`config.mk`:
```
export PLATFORM = sky130hd
export DESIGN_NAME = agen_circ
export DESIGN_NICKNAME = d
export VERILOG_FILES = /design/src/rtl/agen_pkg.sv /design/src/rtl/agen_regs.sv /design/src/rtl/agen_wrap.sv /design/src/rtl/agen_bitrev.sv /design/src/rtl/agen_circ.sv
export SDC_FILE = /design/constraint.sdc
export NUM_CORES = 1
export LEC_CHECK = 0
export BUFFER_PORTS_ARGS = -buffer_cell sky130_fd_sc_hd__buf_4
export CORE_MARGIN = 2
export CORE_UTILIZATION = 60
export DETAILED_ROUTE_END_ITERATION = 10
export PLACE_DENSITY = 0.77
export SYNTH_ARGS = -nofsm -noshare
export SYNTH_HDL_FRONTEND = slang
export SYNTH_SLANG_ARGS = --single-unit
```
`constraint.sdc`:
```
create_clock -name clk -period 10.35 [get_ports clk]
set_clock_uncertainty 0.15 [all_clocks]
set_input_delay 1.035 -clock clk [delete_from_list [all_inputs] [get_ports clk]]
set_output_delay 1.035 -clock clk [all_outputs]
set_load 0.005 [all_outputs]
```
`src/rtl/agen_pkg.sv`:
```
// Shared definitions for the circular-buffer address generator.
package agen_pkg;
    // Kind code of the single register write port.
    typedef enum logic [1:0] {
        WK_PTR  = 2'b00,
        WK_MOD  = 2'b01,
        WK_LEN  = 2'b10,
        WK_NONE = 2'b11
    } wr_kind_e;
endpackage

```
`src/rtl/agen_regs.sv`:
```
// Register bank: NREG pointers, NREG modify values, NREG lengths.
// Assumes one write per cycle. A pointer write wins over an access update
// to the same pointer in the same cycle. Reads are combinational.
module agen_regs
    import agen_pkg::*;
#(
    parameter int AW   = 14,
    parameter int NREG = 4,
    localparam int SELW = $clog2(NREG)
) (
    input  logic            clk,
    input  logic            rst_n,
    input  logic            wr_en,
    input  logic [1:0]      wr_kind,
    input  logic [SELW-1:0] wr_idx,
    input  logic [AW-1:0]   wr_data,
    input  logic            upd_en,
    input  logic [SELW-1:0] upd_idx,
    input  logic [AW-1:0]   upd_data,
    input  logic [SELW-1:0] rd_ptr_idx,
    input  logic [SELW-1:0] rd_mod_idx,
    output logic [AW-1:0]   rd_ptr,
    output logic [AW-1:0]   rd_len,
    output logic [AW-1:0]   rd_mod
);
    logic [AW-1:0] ptr_r [NREG];
    logic [AW-1:0] mod_r [NREG];
    logic [AW-1:0] len_r [NREG];

    for (genvar i = 0; i < NREG; i++) begin : g_reg
        logic hit_ptr, hit_mod, hit_len, hit_upd;
        assign hit_ptr = wr_en && (wr_kind == WK_PTR) && (wr_idx == SELW'(i));
        assign hit_mod = wr_en && (wr_kind == WK_MOD) && (wr_idx == SELW'(i));
        assign hit_len = wr_en && (wr_kind == WK_LEN) && (wr_idx == SELW'(i));
        assign hit_upd = upd_en && (upd_idx == SELW'(i));

        // Pointer: reset, then software write, then access update.
        always_ff @(posedge clk) begin
            if (!rst_n)       ptr_r[i] <= '0;
            else if (hit_ptr) ptr_r[i] <= wr_data;
            else if (hit_upd) ptr_r[i] <= upd_data;
        end

        // Modify and length registers: loaded only by writes.
        always_ff @(posedge clk) begin
            if (!rst_n) begin
                mod_r[i] <= '0;
                len_r[i] <= '0;
            end else begin
                if (hit_mod) mod_r[i] <= wr_data;
                if (hit_len) len_r[i] <= wr_data;
            end
        end
    end

    // Read ports for the access in flight.
    always_comb begin
        rd_ptr = ptr_r[rd_ptr_idx];
        rd_len = len_r[rd_ptr_idx];
        rd_mod = mod_r[rd_mod_idx];
    end
endmodule

```
`src/rtl/agen_wrap.sv`:
```
// Next-pointer arithmetic: signed post-modify with optional circular wrap.
// Assumes |modify| <= length when length is nonzero (one fold suffices).
module agen_wrap #(
    parameter int AW = 14,
    localparam int XW = AW + 2
) (
    input  logic [AW-1:0] ptr,
    input  logic [AW-1:0] modv,
    input  logic [AW-1:0] len,
    output logic [AW-1:0] nxt
);
    logic [AW-1:0]        mask;
    logic [AW-1:0]        base;
    logic signed [XW-1:0] sum;
    logic signed [XW-1:0] lo;
    logic signed [XW-1:0] hi;
    logic signed [XW-1:0] lenx;
    logic signed [XW-1:0] fixed;

    // Buffer size mask: smear the top set bit of (len-1) downward.
    always_comb begin
        mask = len - AW'(1);
        for (int s = 1; s < AW; s = s * 2) begin
            mask = mask | (mask >> s);
        end
        base = ptr & ~mask;
    end

    // Widened sum and limits so that no carry is lost before comparing.
    always_comb begin
        sum   = $signed({2'b00, ptr}) + $signed({{2{modv[AW-1]}}, modv});
        lenx  = $signed({2'b00, len});
        lo    = $signed({2'b00, base});
        hi    = lo + lenx - XW'(1);
        fixed = sum;
        if (len != '0) begin
            if (!modv[AW-1] && (sum > hi))     fixed = sum - lenx;
            else if (modv[AW-1] && (sum < lo)) fixed = sum + lenx;
        end
        nxt = fixed[AW-1:0];
    end
endmodule

```
`src/rtl/agen_bitrev.sv`:
```
// Output address formatter: mirrors all AW bits when ENABLE=1 and mode is
// high, otherwise passes the address through unchanged.
module agen_bitrev #(
    parameter int AW     = 14,
    parameter bit ENABLE = 1'b1
) (
    input  logic          mode,
    input  logic [AW-1:0] din,
    output logic [AW-1:0] dout
);
    if (ENABLE) begin : g_rev
        logic [AW-1:0] mirrored;
        for (genvar i = 0; i < AW; i++) begin : g_bit
            assign mirrored[i] = din[AW-1-i];
        end
        // Select mirrored or straight order.
        assign dout = mode ? mirrored : din;
    end else begin : g_pass
        logic unused_mode;
        assign unused_mode = mode;
        assign dout = din;
    end
endmodule

```
`src/rtl/agen_circ.sv`:
```
// Address generator top: register bank, next-pointer arithmetic and
// output formatter. One access per cycle; address is registered, so it
// appears one cycle after the request. Synchronous active-low reset.
module agen_circ
    import agen_pkg::*;
#(
    parameter int AW         = 14,
    parameter int NREG       = 4,
    parameter bit HAS_BITREV = 1'b1,
    localparam int SELW = $clog2(NREG)
) (
    input  logic            clk,
    input  logic            rst_n,
    input  logic            wr_en,
    input  logic [1:0]      wr_kind,
    input  logic [SELW-1:0] wr_idx,
    input  logic [AW-1:0]   wr_data,
    input  logic            acc_valid,
    input  logic [SELW-1:0] acc_ptr_sel,
    input  logic [SELW-1:0] acc_mod_sel,
    input  logic            bitrev_mode,
    output logic            addr_valid,
    output logic [AW-1:0]   addr
);
    logic [AW-1:0] sel_ptr;
    logic [AW-1:0] sel_len;
    logic [AW-1:0] sel_mod;
    logic [AW-1:0] next_ptr;
    logic [AW-1:0] fmt_addr;
    logic          valid_q;
    logic [AW-1:0] addr_q;

    agen_regs #(.AW(AW), .NREG(NREG)) u_regs (
        .clk        (clk),
        .rst_n      (rst_n),
        .wr_en      (wr_en),
        .wr_kind    (wr_kind),
        .wr_idx     (wr_idx),
        .wr_data    (wr_data),
        .upd_en     (acc_valid),
        .upd_idx    (acc_ptr_sel),
        .upd_data   (next_ptr),
        .rd_ptr_idx (acc_ptr_sel),
        .rd_mod_idx (acc_mod_sel),
        .rd_ptr     (sel_ptr),
        .rd_len     (sel_len),
        .rd_mod     (sel_mod)
    );

    agen_wrap #(.AW(AW)) u_wrap (
        .ptr  (sel_ptr),
        .modv (sel_mod),
        .len  (sel_len),
        .nxt  (next_ptr)
    );

    agen_bitrev #(.AW(AW), .ENABLE(HAS_BITREV)) u_fmt (
        .mode (bitrev_mode),
        .din  (sel_ptr),
        .dout (fmt_addr)
    );

    // Output register: pre-update pointer, optionally mirrored.
    always_ff @(posedge clk) begin
        if (!rst_n) begin
            valid_q <= 1'b0;
            addr_q  <= '0;
        end else begin
            valid_q <= acc_valid;
            if (acc_valid) addr_q <= fmt_addr;
        end
    end

    assign addr_valid = valid_q;
    assign addr       = addr_q;
endmodule

```
==> results.json <==
{
  "drt-vias-per-instance": 6.50,
  "dieArea_um2": 22500,
  "synth-compound-area-share_pct": 15.9,
  "hold_buffers": 0,
  "grt_pass1_vias": 9365,
  "worstPathMaxFanout": 13,
  "drt_iter0_drc": 1068,
  "cts_tree": "built",
  "synth_xor_area_share_pct": 2.95,
  "core_area_um2": 21000,
  "cp-end-kind": "flip-flop",
  "max_stage_delay_ps": 700,
  "final-setup-viol-count": 0,
  "cp_slowest_cell": "mux4_2",
  "p_leak_nw": 5.59,
  "drive_gt1_share_pct": 14.7,
  "hold_path_end": "addr[4]",
  "vias": 9739,
  "min_from": "addr[4]",
  "fin_crit_sh_pct": 91.1,
  "cap_viol_max_count": 0,
  "hold_class": "flip-flop to flip-flop",
  "ys.flop_type": "edfxtp_1",
  "ys_ff_latch": 183,
  "rr_endpoint": "u_regs.ptr_r[3][13]",
  "whs_path_depth": 1,
  "grt.total_usage_pct": 31.5,
  "path_class": "input port to flip-flop",
  "synthAdderAreaFrac_pct": 9.14,
  "antenna_found_initial": 0,
  "vdd_ir_drop_max_v": 0.000109,
  "filler_cell_count": 1614,
  "crit_arrival_ps": 9560,
  "timing.final.hold_violations": 0,
  "overflow": 0,
  "reg2reg_from": "u_regs.len_r[2][1]",
  "synth_area_um2": 12800,
  "wl_um": 34200,
  "synth.area.mux_share_pct": 8.81,
  "finalMaxSlewViolations": 0,
  "clockBufferDepth": 2,
  "clkSinkCount": 183,
  "num_rows": 53,
  "synth_edf_count": 168,
  "ant_nets": 0,
  "cts_buffers": 17,
  "r2r_slack_ps": 1470,
  "syn_nets": 1318,
  "clock_latency_ps": 440,
  "hpwl_um": 25100,
  "ys_types": 81,
  "synth_top_family_by_area": "simple AND/OR/NAND/NOR gates",
  "finalSetupTns_ps": 0,
  "r2r.worst_path.cells": 32,
  "first_pass_iters": 6,
  "placed_cell_area_um2": 13300,
  "gp_congestion": 0.977,
  "status": "complete, no violations",
  "ys_seq_area_share_pct": 41.8,
  "die_w_um": 150,
  "routedWlPerCell_um": 22.8,
  "syn2layout_area_growth_pct": 8.64,
  "fmax_ghz": 0.106,
  "synth_cells": 1200,
  "htree_levels": 4,
  "fp.dieH_um": 150,
  "crit_top_cell": "o21ai_0",
  "drc": 0,
  "design_area_um2": 13900,
  "rsz0062_at_grt": "no",
  "async_flop_share_pct": 0,
  "power.total_w": 0.00265,
  "yosys.area_share.simple_pct": 17.1,
  "slew_headroom_pct": 34.8,
  "worstMarginPinSlew_ps": 978,
  "p_per_area_nw_per_um2": 191,
  "fin_crit_ps": 9430,
  "worst_setup_path_start_kind": "input port",
  "clockRootBuffer": "clkbuf_16",
  "grt_pass1_wl_um": 52600,
  "fin_nets": 1329,
  "grt_max_degree": 34,
  "port_buffers": 41,
  "yosys_warnings": 0,
  "diodes": 0,
  "ios": 42,
  "clkTransAtPathRegs_ps": 70,
  "synth.avg_cell_area_um2": 10.7,
  "worstPathRequired_ps": 10480,
  "initial_core_util_pct": 61.0
}
-- cell usage in the layout, fill, tap and decap left out, drive strengths merged, types with 10 or more instances in the layout --
master / count
edfxtp: 168
and2: 122
nand2: 104
ha: 87
inv: 77
o21ai: 71
buf: 59
nor2: 58
a21oi: 42
mux4: 41
xnor2: 34
a21o: 21
mux2i: 18
nand3: 18
clkbuf: 17
nor3: 16
dfxtp: 15
o211a: 14
nor2b: 13
a22o: 13
or2: 13
o31ai: 12
or3: 11
o311ai: 11
and3: 10
a22oi: 10
-- power breakdown --
group / switching [W] / internal, W / leakage, nW
clock: 0.000301 / 0.000342 / 0.288
combinational: 0.000702 / 0.000426 / 3.52
sequential: 0.0000153 / 0.000862 / 1.78
-- Yosys cell counts (all sizes together), types with 4 or more instances --
cell type,n,area (um^2)
nand4,8,50.1
a211oi,7,52.6
fa,4,80.1
edfxtp,168,5040
o21ai,71,359
o311ai,11,134
xor2,9,78.8
a22oi,10,105
nor2b,13,81.3
xnor2,34,298
a21oi,42,229
o211ai,9,67.6
nand3b,4,30.0
mux4,41,923
or2,13,81.3
o21bai,8,60.1
inv,68,255
o211a,14,140
a311o,8,80.1
or3,11,68.8
buf,15,95.1
ha,87,1090
a22o,13,114
and2,122,763
dfxtp,15,300
nor3,16,80.1
nor2,58,218
nand2b,9,56.3
mux2i,18,180
o31ai,12,95.1
o21a,9,67.6
nor3b,5,37.5
nor4,9,83.8
and3,10,62.6
nand3,18,90.1
clkbuf,52,195
nand2,104,390
a21o,21,159
-- cell type report --
type	count	area, um^2	area share (%)
tap	275	344	2.48
clock buffer	17	425	3.06
multi-input combinational	882	6920	49.8
inverter	68	255	1.84
sequential	183	5350	38.5
timing repair buffer	59	443	3.19
clock inverter	15	156	1.13
-- registers in the layout (all words and copies together) (netlist names) --
name,flops
u_regs.ptr_r,56
u_regs.mod_r,56
addr,14
addr_valid,1
u_regs.len_r,56
-- per-stage QoR --
stage                     util [%]  hold slack (ps)  setup slack (ps)  std cells
after floorplan                  -              327              1920       1200
after global placement        63.5              315               588       1467
after detailed placement      63.5              321               280       1467
after CTS                     66.2              337               711       1499
after global routing          66.3              347               115       1499
final                         66.3              331               922       1499
-- timing repair --
item,4_1_cts,5_1_grt
gates resized for setup,0,2
setup endpoints to repair,0,12
buffers inserted,0,0
-- worst max path at each step --
stage,from,to,slack [ps],depth (start not counted)
2_1_floorplan,acc_ptr_sel[0],u_regs.ptr_r[1][8],1920,35
3_3_place_gp,acc_ptr_sel[0],u_regs.ptr_r[3][13],590,33
3_5_place_dp,acc_ptr_sel[0],u_regs.ptr_r[3][13],280,33
4_1_cts,acc_ptr_sel[0],u_regs.ptr_r[3][13],710,33
5_1_grt,acc_ptr_sel[0],u_regs.ptr_r[0][13],110,32
6_report,acc_ptr_sel[0],u_regs.ptr_r[3][13],920,33
-- kinds of logic (layout without fill, tap and decap cells) --
| family | Yosys count | in the layout |
|---|---|---|
| AND/OR/NAND/NOR | 411 | 411 |
| flip-flops | 183 | 183 |
| adder cells (fa/ha/maj) | 91 | 91 |
| XOR/XNOR | 43 | 43 |
| AO/OA/AOI/OAI | 276 | 276 |
| multiplexers | 61 | 61 |
| buffers and inverters | 135 | 159 |
-- worst max-delay path: cells and delay by family --
kind                       cells  cell delay [ps]
AOI/OAI and AO/OA             11             2410
adders and majority gates      4             1350
xor gates and xnor gates       1              180
buffers and inverters          3              580
muxes                          1              700
and+or+nand+nor               13             3290
-- routing by layer --
metal / routed length, um / track usage, % / up-vias
met1: 13700 / 42.3 / 4675
met5: 0 / 0 / -
li1: - / - / 4490
met3: 3030 / 5.58 / 75
met2: 16000 / 50.5 / 499
met4: 1440 / 13.7 / 0
No activity file was read; power rests on OpenSTA's default activity.
